===== src/rtl/np_gate_pkg.sv =====
package np_gate_pkg;

   typedef enum logic {
      SRC_PST = 1'b0,
      SRC_NP  = 1'b1
   } src_e;

   // map a 2-bit grant code to the amount of credit it adds
   function automatic logic [1:0] grant_amount(input logic [1:0] code);
      logic [1:0] amt;
      unique case (code)
         2'b00:   amt = 2'd0;
         2'b01:   amt = 2'd1;
         default: amt = 2'd2;
      endcase
      return amt;
   endfunction

endpackage


===== src/rtl/npg_fifo.sv =====
module npg_fifo #(
   parameter int DW    = 32,
   parameter int DEPTH = 4
) (
   input  logic          clk,
   input  logic          rst_n,
   input  logic          push,
   input  logic [DW-1:0] din,
   input  logic          pop,
   output logic [DW-1:0] dout,
   output logic          full,
   output logic          empty
);
   localparam int AW = (DEPTH > 1) ? $clog2(DEPTH) : 1;
   localparam logic [AW-1:0] LAST_IDX = AW'(DEPTH - 1);
   localparam logic [AW:0]   FULL_CNT = (AW + 1)'(DEPTH);

   if (DEPTH < 2) begin : g_bad_depth
      $error("npg_fifo: DEPTH must be at least 2");
   end

   logic [DW-1:0] mem [DEPTH];
   logic [AW-1:0] wr_ptr, rd_ptr;
   logic [AW:0]   fill;

   logic do_push, do_pop;
   assign do_push = push && !full;
   assign do_pop  = pop && !empty;

   assign full  = (fill == FULL_CNT);
   assign empty = (fill == '0);
   assign dout  = mem[rd_ptr];

   always_ff @(posedge clk) begin
      if (do_push) mem[wr_ptr] <= din;
   end

   always_ff @(posedge clk) begin
      if (!rst_n) begin
         wr_ptr <= '0;
         rd_ptr <= '0;
         fill   <= '0;
      end else begin
         if (do_push) wr_ptr <= (wr_ptr == LAST_IDX) ? '0 : wr_ptr + 1'b1;
         if (do_pop)  rd_ptr <= (rd_ptr == LAST_IDX) ? '0 : rd_ptr + 1'b1;
         case ({do_push, do_pop})
            2'b10:   fill <= fill + 1'b1;
            2'b01:   fill <= fill - 1'b1;
            default: fill <= fill;
         endcase
      end
   end

endmodule


===== src/rtl/npg_credit.sv =====
module npg_credit
   import np_gate_pkg::*;
#(
   parameter int CNT_MAX = 32,
   parameter int PIPE    = 1,
   parameter int CW      = 6
) (
   input  logic          clk,
   input  logic          rst_n,
   input  logic          link_up,
   input  logic [1:0]    grant_code,
   input  logic          take,
   output logic [CW-1:0] count
);
   localparam logic [CW:0] MAX_V = (CW + 1)'(CNT_MAX);

   if (CNT_MAX < 1) begin : g_bad_max
      $error("npg_credit: CNT_MAX must be positive");
   end
   if (PIPE < 0) begin : g_bad_pipe
      $error("npg_credit: PIPE must not be negative");
   end
   if (CW < $clog2(CNT_MAX + 1)) begin : g_bad_cw
      $error("npg_credit: CW too narrow for CNT_MAX");
   end

   logic [1:0] add_now;
   logic [1:0] add_late;
   assign add_now = grant_amount(grant_code);

   if (PIPE == 0) begin : g_direct
      assign add_late = link_up ? add_now : 2'd0;
   end else begin : g_staged
      logic [1:0] stage [PIPE];
      always_ff @(posedge clk) begin
         if (!rst_n || !link_up) begin
            for (int i = 0; i < PIPE; i++) stage[i] <= 2'd0;
         end else begin
            stage[0] <= add_now;
            for (int i = 1; i < PIPE; i++) stage[i] <= stage[i-1];
         end
      end
      assign add_late = stage[PIPE-1];
   end

   logic [CW-1:0] cnt_q;
   logic [CW:0]   sum;

   always_comb begin
      sum = {1'b0, cnt_q} + {{(CW-1){1'b0}}, add_late};
      if (take && (sum != '0)) sum = sum - 1'b1;
      if (sum > MAX_V) sum = MAX_V;
   end

   always_ff @(posedge clk) begin
      if (!rst_n || !link_up) cnt_q <= '0;
      else                    cnt_q <= sum[CW-1:0];
   end

   assign count = cnt_q;

endmodule


===== src/rtl/npg_arb.sv =====
module npg_arb
   import np_gate_pkg::*;
(
   input  logic clk,
   input  logic rst_n,
   input  logic link_up,
   input  logic pst_elig,
   input  logic np_elig,
   input  logic out_ready,
   output logic out_valid,
   output src_e sel
);
   logic lock_q;
   src_e lock_src_q;
   logic last_np_q;
   src_e pick;

   always_comb begin
      if (pst_elig && np_elig) pick = last_np_q ? SRC_PST : SRC_NP;
      else if (np_elig)        pick = SRC_NP;
      else                     pick = SRC_PST;
   end

   assign sel       = lock_q ? lock_src_q : pick;
   assign out_valid = lock_q || pst_elig || np_elig;

   always_ff @(posedge clk) begin
      if (!rst_n) begin
         lock_q     <= 1'b0;
         lock_src_q <= SRC_PST;
         last_np_q  <= 1'b0;
      end else begin
         if (!link_up) begin
            lock_q <= 1'b0;
         end else if (out_valid && !out_ready) begin
            lock_q     <= 1'b1;
            lock_src_q <= sel;
         end else begin
            lock_q <= 1'b0;
         end
         if (out_valid && out_ready) last_np_q <= (sel == SRC_NP);
      end
   end

endmodule


===== src/rtl/np_credit_gate.sv =====
module np_credit_gate
   import np_gate_pkg::*;
#(
   parameter int DW          = 32,
   parameter int DEPTH       = 4,
   parameter int CNT_MAX     = 32,
   parameter int CREDIT_PIPE = 1,
   parameter int CW          = 6
) (
   input  logic          clk,
   input  logic          rst_n,
   input  logic          link_up,
   input  logic          pst_in_valid,
   output logic          pst_in_ready,
   input  logic [DW-1:0] pst_in_data,
   input  logic          npr_in_valid,
   output logic          npr_in_ready,
   input  logic [DW-1:0] npr_in_data,
   output logic          out_valid,
   input  logic          out_ready,
   output logic [DW-1:0] out_data,
   output logic          out_is_np,
   input  logic [1:0]    credit_req,
   output logic [CW-1:0] credit_count
);
   if (DW < 1) begin : g_bad_dw
      $error("np_credit_gate: DW must be positive");
   end

   logic          pst_full, pst_empty, np_full, np_empty;
   logic [DW-1:0] pst_head, np_head;
   logic          pst_pop, np_pop;
   logic          arb_valid;
   src_e          sel;

   assign pst_in_ready = !pst_full;
   assign npr_in_ready = !np_full;

   npg_fifo #(.DW(DW), .DEPTH(DEPTH)) u_pst_q (
      .clk(clk), .rst_n(rst_n),
      .push(pst_in_valid), .din(pst_in_data),
      .pop(pst_pop), .dout(pst_head),
      .full(pst_full), .empty(pst_empty)
   );

   npg_fifo #(.DW(DW), .DEPTH(DEPTH)) u_np_q (
      .clk(clk), .rst_n(rst_n),
      .push(npr_in_valid), .din(npr_in_data),
      .pop(np_pop), .dout(np_head),
      .full(np_full), .empty(np_empty)
   );

   npg_credit #(.CNT_MAX(CNT_MAX), .PIPE(CREDIT_PIPE), .CW(CW)) u_credit (
      .clk(clk), .rst_n(rst_n), .link_up(link_up),
      .grant_code(credit_req), .take(np_pop),
      .count(credit_count)
   );

   npg_arb u_arb (
      .clk(clk), .rst_n(rst_n), .link_up(link_up),
      .pst_elig(!pst_empty),
      .np_elig(!np_empty && (credit_count != '0)),
      .out_ready(out_ready),
      .out_valid(arb_valid), .sel(sel)
   );

   assign out_valid = arb_valid;
   assign out_is_np = (sel == SRC_NP);
   assign out_data  = out_is_np ? np_head : pst_head;
   assign pst_pop   = arb_valid && out_ready && !out_is_np;
   assign np_pop    = arb_valid && out_ready && out_is_np;

endmodule


===== config.mk =====
export PLATFORM = sky130hd
export DESIGN_NAME = np_credit_gate
export DESIGN_NICKNAME = d
export VERILOG_FILES = /design/src/rtl/np_gate_pkg.sv /design/src/rtl/npg_fifo.sv /design/src/rtl/npg_credit.sv /design/src/rtl/npg_arb.sv /design/src/rtl/np_credit_gate.sv
export SDC_FILE = /design/constraint.sdc
export NUM_CORES = 1
export LEC_CHECK = 0
export BUFFER_PORTS_ARGS = -buffer_cell sky130_fd_sc_hd__buf_2
export CAP_MARGIN = 20
export CELL_PAD_IN_SITES_DETAIL_PLACEMENT = 0
export CELL_PAD_IN_SITES_GLOBAL_PLACEMENT = 1
export CORE_MARGIN = 4
export CORE_UTILIZATION = 50
export DETAILED_ROUTE_END_ITERATION = 6
export HOLD_SLACK_MARGIN = 0.03
export PLACE_DENSITY = 0.86
export REMOVE_ABC_BUFFERS = 1
export SYNTH_ARGS = -nofsm -noshare
export SYNTH_HDL_FRONTEND = slang
export SYNTH_SLANG_ARGS = --single-unit

===== constraint.sdc =====
create_clock -name clk -period 3.6 [get_ports clk]
set_input_delay 1.08 -clock clk [delete_from_list [all_inputs] [get_ports clk]]
set_output_delay 1.08 -clock clk [all_outputs]
set_load 0.03 [all_outputs]

After elaboration in Yosys (flattened, before gate mapping)
Memories as Yosys holds them, arrays and structs flattened. A register that Yosys moved wholly into a read port is not among the register bits.
Cells that the tools add are included.
{"block": "word_totals", "word_cells": 97, "input_bits": 72, "memories": 3, "ramBits": 258, "register_bits": 23, "output_inout_bits": 42}
{"memory": "u_np_q.mem", "words": 4, "word_bits": 32, "read_ports": 1, "rd_clocked_by_memory_dff": 1, "write_ports": 1, "line": "npg_fifo.sv:22", "source": "logic [DW-1:0] mem [DEPTH];"}
{"memory": "u_pst_q.mem", "words": 4, "word_bits": 32, "read_ports": 1, "rd_clocked_by_memory_dff": 1, "write_ports": 1, "line": "npg_fifo.sv:22"}
{"memory": "u_credit.g_staged.stage", "words": 1, "word_bits": 2, "read_ports": 1, "rd_clocked_by_memory_dff": 0, "write_ports": 1, "line": "npg_credit.sv:34", "source": "logic [1:0] stage [PIPE];"}
{"block": "op_classes", "n_mux": 28, "addsub": 10, "n_lt_le_gt_ge": 1, "eq_ne": 11, "reduce_logical": 33}
{"cell": "2-to-1 mux 32 bit", "n": 1}
{"cell": "2-to-1 mux 2 bit", "n": 9}
{"cell": "2-to-1 mux 1 bit", "n": 13}
{"cell": "== test 2 bit, second input constant", "n": 6}
{"cell": "case mux 3 bit (2 select lines)", "n": 2}
{"cell": "logical AND 1 bit", "n": 11}
{"cell": "adder 2 x 1 -> 2 bit, second input constant", "n": 4}
{"cell": "logical NOT 1 bit", "n": 8}
{"cell": "adder 6 x 2 -> 7 bit", "n": 1}
{"cell": "> comparator 7 x 6 -> 1 bit, second input constant", "n": 1}
{"cell": "2-to-1 mux 7 bit", "n": 1}
{"cell": "nonzero test 7 bit", "n": 1}
{"cell": "subtractor 7 x 1 -> 7 bit, second input constant", "n": 1}
{"cell": "adder 3 x 1 -> 3 bit, second input constant", "n": 2}
{"cell": "== test 2 x 1 -> 1 bit, second input constant", "n": 3}
{"cell": "== test 3 bit, second input constant", "n": 2}
{"cell": "logical NOT 3 bit", "n": 2}
{"cell": "2-to-1 mux 6 bit", "n": 1}
{"cell": "nonzero test 6 bit", "n": 1}
{"cell": "subtractor 3 x 1 -> 3 bit, second input constant", "n": 2}
{"cell": "case mux 2 bit (2 select lines)", "n": 1}
{"cell": "AND reduction 2 bit", "n": 2}
{"cell": "nonzero test 2 bit", "n": 2}
{"cell": "OR reduction 2 bit", "n": 2}
{"cell": "other kinds (2)", "n": 4}

Logic depth before layout (Yosys ltp)
Gate-level depths: netlist of run 1.
{"block": "logic_depth", "word_depth": 11, "ltp_mapped": 11}

Hierarchy
Synthesis of run 1 repeated with hierarchy kept, for this count alone.
{"block": "hier_totals", "cells_unflattened": 585, "hier_area_um2": 11682.5}
{"mod": "npg_fifo", "cells_per_inst": 223, "area_per_inst_um2": 5152.4, "instances": 2}
{"mod": "npg_credit", "cells_per_inst": 78, "area_per_inst_um2": 654.4, "instances": 1}
{"mod": "np_credit_gate", "cells_per_inst": 45, "area_per_inst_um2": 571.8, "instances": 1}
{"mod": "npg_arb", "cells_per_inst": 16, "area_per_inst_um2": 151.4, "instances": 1}

Worst setup path before layout of run 1
Ideal clock, no wire load.
{"block": "synth_timing", "kind": "register to output", "from": "register u_credit.cnt_q[5] (netlist: u_credit.count[5])", "to": "output port out_data[22]", "setup_slack_ns": 0.209, "path_buffers": 2, "t_arrival_ns": 2.311, "stages_incl_launch_ff": 7, "cell_sequence": "dfxtp_1 > buf_2 > nor4_1 > o2bb2ai_2 > nor2_2 > clkbuf_1 > mux2_2"}
{"block": "synth_between", "elab_chain_cells": 6}
{"item": "start, declared", "line": "npg_credit.sv:46", "source": "logic [CW-1:0] cnt_q;"}
{"item": "start signal, assigned", "line": "npg_credit.sv:57", "source": "else cnt_q <= sum[CW-1:0];"}
{"item": "nonzero test 6 bit *", "line": "np_credit_gate.sv:62", "source": ".np_elig(!np_empty && (credit_count != '0)),"}
{"item": "logical AND 1 bit *", "line": "np_credit_gate.sv:62"}
{"item": "2-to-1 mux 1 bit / logical AND 1 bit (equally long branches)", "line": "npg_arb.sv:20, npg_arb.sv:19"}
{"item": "2-to-1 mux 1 bit *", "line": "npg_arb.sv:19", "source": "if (pst_elig && np_elig) pick = last_np_q ? SRC_PST : SRC_NP;"}
{"item": "2-to-1 mux 1 bit *", "line": "npg_arb.sv:24", "source": "assign sel = lock_q ? lock_src_q : pick;"}
{"item": "named net out_is_np", "line": "np_credit_gate.sv:22", "source": "output logic out_is_np,"}
{"item": "2-to-1 mux 32 bit *", "line": "np_credit_gate.sv:69", "source": "assign out_data = out_is_np ? np_head : pst_head;"}
{"item": "end, declared", "line": "np_credit_gate.sv:21", "source": "output logic [DW-1:0] out_data,"}
Mark *: on every way through the listed nets, which the timed path passes. The rest lies on a longest branch.

Final worst setup path of run 1
{"block": "layout_timing", "from": "register u_np_q.fill[0]", "to": "output port out_data[7]"}
{"block": "layout_between", "elab_chain_cells": 7}
{"item": "start, declared", "line": "npg_fifo.sv:24", "source": "logic [AW:0] fill;"}
{"item": "start signal, assigned", "line": "npg_fifo.sv:47", "source": "2'b10: fill <= fill + 1'b1;"}
{"item": "start signal, assigned", "line": "npg_fifo.sv:48", "source": "2'b01: fill <= fill - 1'b1;"}
{"item": "start signal, assigned", "line": "npg_fifo.sv:49", "source": "default: fill <= fill;"}
{"item": "logical NOT 3 bit *", "line": "npg_fifo.sv:31", "source": "assign empty = (fill == '0);"}
{"item": "logical NOT 1 bit *", "line": "np_credit_gate.sv:62"}
{"item": "logical AND 1 bit *", "line": "np_credit_gate.sv:62"}
{"item": "2-to-1 mux 1 bit / logical AND 1 bit (equally long branches)", "line": "npg_arb.sv:20, npg_arb.sv:19"}
{"item": "2-to-1 mux 1 bit *", "line": "npg_arb.sv:19"}
{"item": "2-to-1 mux 1 bit *", "line": "npg_arb.sv:24"}
{"item": "2-to-1 mux 32 bit *", "line": "np_credit_gate.sv:69"}
Mark *: on every way between the ends. The rest lies on a longest branch, timed or not.

==> flow_summary_export.csv, run 1 <==
group,metric,value,unit
outcome,status,"finished, final reports clean",
cts,cts_buffer_depth,3,
synthesis,synth_simple_gate_area_share,3.922,%
finish,drive_gt1_share,39.94,%
critical_path,worstPathArrival,2.44,ns
cts,htreeDepth,1,
synthesis,syn_avg_cell_area,20.05,µm²
floorplan,ioPinCount,114,
global_route,grtUsageTotal,18.30,%
placed_design,post_dp_cell_area,0.01231,mm²
synthesis,synth_top_area_share,67.49,%
worst_hold_path,hold_path_end,"u_arb.last_np_q$_SDFFE_PN0P_",
cts,numClockSinks,285,
placed_design,place_hpwl,14470,µm
power,cellPowerDensity,626.8,mW/mm²
worst_hold_path,whs_path_depth,2,
detailed_routing,dr_total_vias,5762,
timing,period_needed,3.515,ns
critical_path,cpPeakStageDelay,0.45,ns
synthesis,synthFlopType,"edfxtp_1",
cts,clk_pin_slew,0.06,ns
critical_path,r2r_cells,9,
floorplan,rows,54,
synthesis,synth_compound_area_share,2.318,%
critical_path,path_max_fanout,7,
detailed_routing,drt_iter0_markers,378,
timing,max_freq,0.2845,GHz
placed_design,place.gp.congestion,0.8285,
detailed_routing,wl_met2,12150,µm
timing,rsz0062_at_grt,"no",
synthesis,synth-seq-area-share,72.59,%
finish,antennaDiodeCount,0,
timing,drv_slew,0,
detailed_routing,routed_wl,23020,µm
critical_path,crit_required,2.52,ns
timing,setup_violations,0,
synthesis,muxShareOfSynthArea,16.47,%
finish,nets,790,
finish,fin_area,0.01331,mm²
synthesis,async_flop_share,0,%
cts,numCtsBuffers,28,
global_route,antenna_found_initial,3,
detailed_routing,drcViolationCount,0,
cts,holdBufCountCts,0,
floorplan,initial_core_util,51.55,%
timing,whs,0.4954,ns
timing,relSlewSlack,31.62,%
global_route,overflow,0,
detailed_routing,highest_layer,"met5",
job,drv_cap,0,
finish,seq_area,0.008278,mm²
synthesis,yosysWarnings,0,
finish,nFillCells,1543,
global_route,grt_pass1_vias,6240,
detailed_routing,via_per_inst,5.756,
worst_hold_path,min_path_type,"reg2reg",
critical_path,critical_path.cell_chain,"or3_1 > o2bb2ai_4 > nor2_4 > buf_12 > buf_4 > mux2_2 > buf_2",
timing,post-route-period-util,97.65,%
timing,hold_viol_final,0,
detailed_routing,wl_met1,9377,µm
synthesis,synth_top_family_by_area,"multiplexers",
power,peakVddDrop,0.0003812,V
critical_path,endpoint_kind,"output pin",
power,leakagePower,4.515,nW
floorplan,die_area,0.02526,mm²
power,power.total,8.344,mW
floorplan,core_area,0.02209,mm²
detailed_routing,wl_met3,1203,µm
critical_path,crit_path_top_delay_cell,"or3_1",
timing,tightest_slew,1.026,ns
cts,cts_tree,"built",
worst_hold_path,hold_start,"u_arb.last_np_q$_SDFFE_PN0P_",
synthesis,synth.distinct_cells,53,
critical_path,r2r_slack,0.46,ns
global_route,grt_pass1_wl,35900,µm
synthesis,yosysMostFrequentCell,"edfxtp_1",
timing,skew,0.01223,ns
synthesis,synth_seq_cells,285,
synthesis,synth_commonest_cells,"edfxtp_1 (256), mux4_2 (64), mux2_2 (35)",
finish,multi_input_area,0.003007,mm²
synthesis,syn_area,0.01139,mm²
critical_path,worstSetupPathType,"reg2out",
synthesis,synth_edf_count,256,
cts,root_buffer,"clkbuf_16",
synthesis,synthAdderAreaFrac,2.285,%
detailed_routing,drtPass1Iterations,5,
floorplan,die_x,158.9,µm
synthesis,synth_xor_area_share,0.9887,%
synthesis,yosysTopAreaCell,"edfxtp_1",
synthesis,synth_area_leaders,"edfxtp_1 (67%), mux4_2 (13%), dfxtp_1 (5.1%)",
detailed_routing,drt-wirelength-per-cell,23.00,µm
global_route,grt_max_degree,33,
finish,syn_to_final_growth,16.88,%
critical_path,r2r_end,"u_credit.count[0]$_SDFF_PP0_",
synthesis,syn_inst,568,
detailed_routing,antenna_left,0,
placed_design,io_buffers,113,
cts,insertion_delay,0.54,ns
critical_path,critPathLaunchType,"flop",
critical_path,r2r-start,"u_credit.count[0]$_SDFF_PP0_",
floorplan,dieHeight,158.9,µm
[power breakdown]
part / switching [mW] / total [mW] / internal (mW)
combinational: 0.894 / 1.53 / 0.639
sequential: 0.108 / 3.96 / 3.85
clock: 1.19 / 2.85 / 1.66
[how the worst max path moves through the flow]
stage	start	endpoint	slack, ns	cells past startpoint
6_report	u_np_q.fill[0]$_SDFFE_PN0P_	out_data[7]	0.08	7
5_1_grt	u_np_q.fill[0]$_SDFFE_PN0P_	out_data[13]	0.01	7
4_1_cts	u_pst_q.fill[2]$_SDFFE_PN0P_	out_data[18]	0.002	6
3_5_place_dp	out_ready	u_np_q.fill[2]$_SDFFE_PN0P_	0.22	10
3_3_place_gp	out_ready	u_np_q.fill[2]$_SDFFE_PN0P_	0.29	10
2_1_floorplan	u_credit.count[4]$_SDFF_PP0_	out_data[0]	-0.09	4
[routing by layer]
layer  track usage (%)  vias to the layer above
met5                 0                        -
met4             2.959                        6
met1             23.41                     2977
li1                  -                     2586
met2             33.18                      165
met3             3.805                       28
[critical path: cells and delay by family (launching register included)]
kind	cells	cell delay [ns]
flip-flops	1	0.33
AND/OR/NAND/NOR	2	0.52
buffers and inverters	3	0.50
multiplexers	1	0.30
AO/OA/AOI/OAI	1	0.24
[logic make-up after synthesis]
| family | Yosys count |
|---|---|
| DFF | 285 |
| buffers and inverters | 39 |
| adders and majority gates | 19 |
| xor gates and xnor gates | 12 |
| and+or+nand+nor | 75 |
| muxes | 103 |
| AOI/OAI and AO/OA | 35 |
[area by class of cell]
class | instances | share of cell area (%)
Tap cell | 280 | 2.632
Clock buffer | 32 | 5.376
Timing Repair Buffer | 124 | 5.207
Multi-Input combinational cell | 244 | 22.58
Sequential cell | 285 | 62.18
Inverter | 16 | 0.4511
Clock inverter | 20 | 1.570
[stage by stage]
stage          worst slack, ns  setup TNS [ns]  std cells  util, %
3_5_place_dp            0.2168               0        946    55.71
3_3_place_gp            0.2876               0        946    55.71
6_report               0.08452               0       1001    60.26
4_1_cts               0.001787               0       1000    60.00
5_1_grt                0.01239               0       1001    60.26
2_1_floorplan         -0.08875          -2.840        545        -
[cells in the final DEF, fill, tap and decap left out, drive strengths merged, types with 7 or more instances in the layout]
cell    count
dfxtp      29
or3         7
mux4       64
inv        19
and3       10
clkinv     13
nor2b       9
edfxtp    256
mux2       35
ha         16
clkbuf     32
nand2      13
buf       124
[repair_timing]
item | CTS | global route
setup endpoints to repair | 28 | 31
pin swaps | 1 | 2
endpoints found under the hold margin | 0 | 0
setup buffers | 2 | 1
resized for setup | 2 | 7
[flip-flops by register name (all words and copies together) (netlist names), 2 cells and up, named ones only]
| signal | count |
|---|---|
| u_pst_q.wr_ptr | 2 |
| u_credit.count | 6 |
| u_pst_q.mem | 128 |
| u_np_q.rd_ptr | 2 |
| u_np_q.fill | 3 |
| u_credit.g_staged.stage | 2 |
| u_np_q.mem | 128 |
| u_pst_q.fill | 3 |
| u_pst_q.rd_ptr | 2 |
| u_np_q.wr_ptr | 2 |
No activity file was read; power rests on OpenSTA's default activity.
==> run 2: changes to the inputs <==
Settings changed: CORE_UTILIZATION 50 to 51, GPL_TIMING_DRIVEN from default to 0, PLACE_DENSITY 0.86 to 0.87, SYNTH_HIERARCHICAL from default to 1.
==> run 2 against run 1 <==
Core utilization rose by 0.81 points. Hold slack better by 0.016 ns. Clock power decreased by 3%. Final area grew 3.5%. Clock-buffer cell count rose by 10. Largest power group unchanged. Critical path type unchanged.
==> flow_summary_export.csv, run 2 <==
group,metric,value,unit
outcome,status,"finished, final reports clean",
critical_path,cpPeakStageDelay,0.36,ns
synthesis,synthFlopType,"edfxtp_1",
critical_path,crit_path_end,"out_data[30]",
timing,drv_slew,0,
synthesis,yosysMostFrequentCell,"edfxtp_1",
synthesis,yosysWarnings,6,
synthesis,synth_commonest_cells,"edfxtp_1 (256), mux4_2 (60), dfxtp_1 (29)",
synthesis,syn_inst,585,
timing,fin_tns_setup,0,ns
finish,post-route-util,61.06,%
synthesis,synth.distinct_cells,48,
cts,holdBufCountCts,0,
detailed_routing,drtPass1Iterations,4,
global_route,antenna_found_initial,10,
floorplan,ioPinCount,114,
timing,rsz0062_at_grt,"yes",
finish,nets,812,
power,share_comb_of_total_power,18.7,%
finish,final_common_cell,"edfxtp_1",
critical_path,r2r-start,"u_credit/count[2]$_SDFF_PP0_",
critical_path,crit_required,2.52,ns
cts,numClockSinks,285,
timing,setup_violations,0,
critical_path,worstPathArrival,2.46,ns
critical_path,critPathLaunchType,"flop",
finish,syn_to_final_growth,17.98,%
synthesis,synth_edf_count,256,
critical_path,worstSetupPathType,"reg2out",
power,pwr-share-clk,33.3,%
detailed_routing,drt-wirelength-per-cell,22.57,µm
critical_path,critical_path.cell_chain,"nor4_4 > a21oi_2 > a21boi_1 > mux2i_2 > bufinv_8 > buf_12 > mux2_4 > buf_6",
timing,tightest_slew,0.9763,ns
job,drv_cap,0,
cts,insertion_delay,0.55,ns
critical_path,startpoint,"u_credit/count[2]$_SDFF_PP0_",
detailed_routing,via_per_inst,5.696,
detailed_routing,drt_iter0_markers,424,
timing,relSlewSlack,34.91,%
cts,root_buffer,"clkbuf_16",
synthesis,syn_area,0.01168,mm²
global_route,grt_max_degree,33,
placed_design,place_hpwl,14390,µm
cts,numCtsBuffers,29,
finish,drive_gt1_share,38.71,%
synthesis,synth-seq-area-share,70.77,%
placed_design,post_dp_cell_area,0.01257,mm²
cts,clk_pin_slew,0.06,ns
global_route,grtUsageTotal,17.98,%
timing,skew,0.02131,ns
timing,hold_viol_final,0,
power,cellPowerDensity,601.2,mW/mm²
synthesis,async_flop_share,0,%
placed_design,io_buffers,113,
detailed_routing,dr_total_vias,5884,
cts,cts_buffer_depth,3,
detailed_routing,antenna_left,0,
detailed_routing,routed_wl,23310,µm
finish,fin_area,0.01378,mm²
synthesis,synth_seq_cells,285,
power,swShare,25.26,%
floorplan,die_area,0.02539,mm²
power,p_seq_share,48.0,%
power,p_int,6.194,mW
timing,max_freq,0.2826,GHz
global_route,overflow,0,
critical_path,path_max_fanout,13,
synthesis,syn_avg_cell_area,19.97,µm²
placed_design,place.gp.congestion,0.7656,
floorplan,dieHeight,159.4,µm
critical_path,r2r_end,"u_pst_q/fill[2]$_SDFFE_PN0P_",
finish,final_cell_mix,"edfxtp_1 (256), buf_2 (83), mux4_2 (60), clkbuf_16 (30), buf_6 (29)",
global_route,grt_pass1_vias,6343,
synthesis,yosysTopAreaCell,"edfxtp_1",
worst_hold_path,min_path_type,"reg2reg",
floorplan,rows,55,
floorplan,core_area,0.02257,mm²
floorplan,initial_core_util,51.76,%
power,peakVddDrop,0.0004468,V
critical_path,endpoint_kind,"output pin",
critical_path,crit_path_top_delay_cell,"dfxtp_4",
global_route,grt_pass1_wl,35690,µm
timing,post-route-period-util,98.29,%
power,leakagePower,4.750,nW
critical_path,r2r_slack,0.47,ns
timing,period_needed,3.538,ns
power,p_sw,2.093,mW
power,power.total,8.286,mW
synthesis,synth_top_area_share,65.80,%
floorplan,die_x,159.4,µm
detailed_routing,drcViolationCount,0,
cts,cts_tree,"built",
cts,htreeDepth,1,
synthesis,synth_area_leaders,"edfxtp_1 (66%), mux4_2 (12%), dfxtp_1 (5.0%)",
critical_path,r2r_cells,15,
-- run 2: layer usage --
layer	share of wire (%)	up-vias	track usage, %
li1	-	2624	-
met5	0.26	-	0
met4	1.2	12	4.300
met3	6.5	31	4.245
met2	51	193	30.04
met1	41	3024	24.32
-- run 2: final cells by class --
cell class	count	area, µm²
fill	1586	8788
sequential	285	8295
multi-input combinational	251	3080
timing repair buffer	129	1055
clock buffer	42	784.5
tap	285	356.6
inverter	25	107.6
clock inverter	12	93.84
antenna	4	10.01
-- run 2: per-stage QoR --
| step | hold WS, ns | setup WS (ns) | cells |
|---|---|---|---|
| after floorplan | 0.4677 | -0.5965 | 561 |
| after global placement | 0.4746 | -1.122 | 959 |
| after detailed placement | 0.5066 | -0.05156 | 969 |
| after CTS | 0.5144 | 0.0008704 | 1025 |
| after global routing | 0.5356 | -0.05760 | 1033 |
| final | 0.5110 | 0.06159 | 1033 |
-- run 2: power by group through the flow --
stage / Sequential [mW] / Clock [mW] / Combinational [mW]
floorplan: 4.04 / 0 / 0.951
global placement: 4.08 / 0 / 1.26
detailed placement: 4.05 / 0 / 1.40
CTS: 3.98 / 2.82 / 1.42
global route: 4.00 / 2.97 / 1.65
finish: 3.98 / 2.76 / 1.55
-- run 2: how the worst min path moves through the flow --
stage,start,endpoint,slack (ns),depth (start not counted)
final,u_np_q/wr_ptr[1]$_SDFFE_PN0P_,u_np_q/wr_ptr[1]$_SDFFE_PN0P_,0.51,2
after global routing,u_np_q/wr_ptr[1]$_SDFFE_PN0P_,u_np_q/wr_ptr[1]$_SDFFE_PN0P_,0.54,2
after global placement,u_np_q/wr_ptr[1]$_SDFFE_PN0P_,u_np_q/wr_ptr[1]$_SDFFE_PN0P_,0.47,2
after CTS,u_np_q/wr_ptr[1]$_SDFFE_PN0P_,u_np_q/wr_ptr[1]$_SDFFE_PN0P_,0.51,2
after floorplan,u_np_q/wr_ptr[1]$_SDFFE_PN0P_,u_np_q/wr_ptr[1]$_SDFFE_PN0P_,0.47,2
after detailed placement,u_np_q/wr_ptr[1]$_SDFFE_PN0P_,u_np_q/wr_ptr[1]$_SDFFE_PN0P_,0.51,2
-- run 2: cell families (layout without fill, tap and decap cells) --
| kind of cell | Yosys count | count (layout) | share of synthesized area, % |
|---|---|---|---|
| buffers and inverters | 49 | 208 | 3.138 |
| other | 0 | 4 | 0 |
| and+or+nand+nor | 85 | 85 | 3.995 |
| DFF | 285 | 285 | 70.77 |
| AOI/OAI and AO/OA | 35 | 35 | 2.121 |
| xor gates and xnor gates | 8 | 8 | 0.5998 |
| adders and majority gates | 19 | 19 | 2.228 |
| muxes | 104 | 104 | 17.15 |
-- run 2: repair_timing --
action	CTS	global route
resized for setup	18	86
pin swaps	0	2
buffers inserted	2	2
endpoints found under the setup margin	34	32
cloned	0	2
hold endpoints to repair	0	0
-- run 2: critical path: cells and delay by family, from the launching register on --
family / cells / cell delay [ns]
AND/OR/NAND/NOR: 1 / 0.29
buffers and inverters: 3 / 0.54
AO/OA/AOI/OAI: 2 / 0.23
multiplexers: 2 / 0.49
flip-flops: 1 / 0.36
==> run 3: changes to the inputs <==
Settings changed: ABC_AREA from default to 1, CAP_MARGIN 20 to default, CORE_ASPECT_RATIO from default to 1.2, CORE_UTILIZATION 51 to 48, PLACE_DENSITY 0.87 to 0.88.
==> run 3 against run 2 <==
Routed wire length grew 10%. Critical endpoint is now out_data[25]. Flip-flop and latch count is the same. Cell count grew 44%. Synthesized cell count grew 76%. Critical path depth grew 6. Maximum frequency grew 2.6%. Final area grew 0.30%. Clock-buffer cell count shrank 8. First-iteration DRC count grew 20%. Sequential share of layout area shrank 0.29 points.
==> flow_summary_export.csv, run 3 <==
group,metric,value,unit
finish,final_common_cell,"edfxtp_1",
synthesis,synth_seq_cells,285,
placed_design,place_hpwl,15860,µm
timing,relSlewSlack,57.77,%
placed_design,io_buffers,113,
floorplan,die_area,0.02763,mm²
timing,setup_violations,0,
timing,whs,0.5178,ns
cts,numCtsBuffers,25,
synthesis,synthFlopType,"edfxtp_1",
global_route,grt_pass1_wl,40210,µm
synthesis,syn_area,0.01201,mm²
synthesis,synth-seq-area-share,68.83,%
finish,multi_input_area,0.003152,mm²
global_route,grt_max_degree,65,
global_route,grtUsageTotal,18.19,%
outcome,status,"finished, final reports clean",
critical_path,crit_required,2.52,ns
finish,seq_area,0.008280,mm²
floorplan,initial_core_util,48.69,%
synthesis,synth_area_leaders,"edfxtp_1 (64%), nor2_1 (5.6%), nand2_1 (5.2%)",
floorplan,ioPinCount,114,
finish,nets,1233,
floorplan,dieHeight,181.3,µm
global_route,overflow,0,
placed_design,post_dp_cell_area,0.01288,mm²
synthesis,yosysTopAreaCell,"edfxtp_1",
detailed_routing,drcViolationCount,0,
timing,period_needed,3.450,ns
detailed_routing,routed_wl,25680,µm
cts,htreeDepth,1,
timing,drv_slew,0,
critical_path,crit_path_top_delay_cell,"dfxtp_1",
cts,cts_tree,"built",
critical_path,critical_path.cell_chain,"nor2_2 > nand2_2 > inv_1 > inv_1 > nand2_1 > inv_1 > inv_1 > nor2_1 > nand2_2 > nand2_8 > buf_12 > nand2_1 > nand2_1 > clkbuf_4",
job,drv_cap,0,
timing,max_freq,0.2898,GHz
synthesis,synth_commonest_cells,"edfxtp_1 (256), nor2_1 (178), nand2_1 (165)",
synthesis,yosysWarnings,6,
detailed_routing,drt_iter0_markers,509,
synthesis,yosysMostFrequentCell,"edfxtp_1",
synthesis,syn_inst,1032,
finish,fin_area,0.01382,mm²
cts,clk_pin_slew,0.06,ns
critical_path,critPathBufInv,6,
worst_hold_path,min_path_type,"reg2reg",
timing,tightest_slew,0.6319,ns
synthesis,synth.distinct_cells,32,
critical_path,crit_top_cell,"inv_1",
power,cellPowerDensity,624.2,mW/mm²
placed_design,place.gp.congestion,0.7613,
cts,insertion_delay,0.52,ns
finish,syn_to_final_growth,15.08,%
global_route,antenna_found_initial,9,
power,power.total,8.630,mW
detailed_routing,via_per_inst,5.205,
critical_path,critPathTopFamily,"simple AND/OR/NAND/NOR gates",
finish,post-route-util,56.03,%
global_route,grt_pass1_vias,7502,
placed_design,placedCellCount,1433,
finish,final_cell_mix,"edfxtp_1 (256), nor2_1 (169), nand2_1 (162), buf_2 (112), o21ai_0 (78)",
synthesis,synth_edf_count,256,
floorplan,core_area,0.02467,mm²
finish,drive_gt1_share,19.55,%
finish,stdcell_count,1490,
timing,hold_viol_final,0,
critical_path,endpoint_kind,"output pin",
cts,numClockSinks,285,
finish,nFillCells,2003,
floorplan,die_x,152.4,µm
synthesis,async_flop_share,0,%
timing,post-route-period-util,95.84,%
synthesis,synth_top_area_share,63.99,%
timing,skew,0.01104,ns
power,leakagePower,5.300,nW
detailed_routing,antenna_left,0,
cts,root_buffer,"clkbuf_16",
critical_path,critPathLaunchType,"flop",
critical_path,cpPeakStageDelay,0.33,ns
detailed_routing,drt-wirelength-per-cell,17.23,µm
cts,holdBufCountCts,0,
critical_path,worstPathArrival,2.37,ns
detailed_routing,drtPass1Iterations,4,
critical_path,worstSetupPathType,"reg2out",
synthesis,syn_avg_cell_area,11.64,µm²
cts,cts_buffer_depth,3,
detailed_routing,dr_total_vias,7756,
timing,rsz0062_at_grt,"no",
power,peakVddDrop,0.0003416,V
floorplan,rows,63,
critical_path,path_max_fanout,7,
[run 3: cell count changes in the layout (fill, tap and decap cells not counted), sizes merged, moves of 15 or more]
cell and delta:
inv +50, mux2 -33, mux4 -64, nand2 +167
nand3 +15, nor2 +171, o21ai +121, o22ai +63
[run 3: area by class of cell]
cell class	instances	share of cell area (%)
timing repair buffer	127	6.028
timing repair inverter	1	0.1177
multi-input combinational	626	22.80
clock inverter	12	0.6245
clock buffer	34	5.132
antenna	4	0.07240
tap	325	2.941
inverter	76	2.389
sequential	285	59.90
[run 3: final timing paths]
check | from | end | slack, ns | depth (start not counted)
setup reg to reg | u_np_q/fill[1]$_SDFFE_PN0P_ | u_np_q/fill[2]$_SDFFE_PN0P_ | 0.35 | 22
setup / recovery | u_np_q/fill[1]$_SDFFE_PN0P_ | out_data[25] | 0.15 | 14
hold / removal | u_np_q/rd_ptr[1]$_SDFFE_PN0P_ | flop | 0.52 | 2
hold reg to reg | u_np_q/rd_ptr[1]$_SDFFE_PN0P_ | flop | 0.52 | 2
[run 3: cells by family (layout without fill, tap and decap cells)]
family          count (synthesis)  after routing  share of synthesized area (%)
fa+ha+maj                      19             19                          2.166
xor+xnor                        1              1                        0.07292
compound gates                205            205                          9.207
simple gates                  399            401                          13.81
flops                         285            285                          68.83
buf+inv                       123            250                          5.916
other cells                     0              4                              0
[run 3: layer usage]
| layer | vias up | share of wire, % | GRT usage (%) | wire length, µm |
|---|---|---|---|---|
| met1 | 3695 | 41 | 23.34 | 10580 |
| met4 | 10 | 2.3 | 5.241 | 597 |
| met5 | - | 0.24 | 0 | 61 |
| met3 | 51 | 5.7 | 3.378 | 1463 |
| li1 | 3816 | - | - | - |
| met2 | 184 | 51 | 31.76 | 12970 |
[run 3: worst min-delay path, cell delays in order, from the launching register on]
cell and delay (ns):
dfxtp_1 0.31, a21oi_1 0.11, nor2_1 0.06
[run 3: power breakdown]
group / internal (mW) / total (mW) / switching (mW)
registers: 3.86 / 3.98 / 0.123
clock network: 1.45 / 2.55 / 1.10
logic: 0.623 / 2.10 / 1.48
[run 3: per-stage QoR]
stage                     worst slack, ns  TNS (ns)
final                              0.1499         0
after global routing            0.0005533         0
after CTS                         0.02002         0
after detailed placement          -0.5846    -2.387
after global placement             -1.711   -172.23
after floorplan                   -0.5674    -1.930
[run 3: repair_timing]
item                                    4_1_cts  5_1_grt
pin swaps                                     1        4
buffers inserted                              3        1
hold endpoints to repair                      0        0
endpoints found under the setup margin       41       32
resized for setup                            10       10
cloned                                        2        1
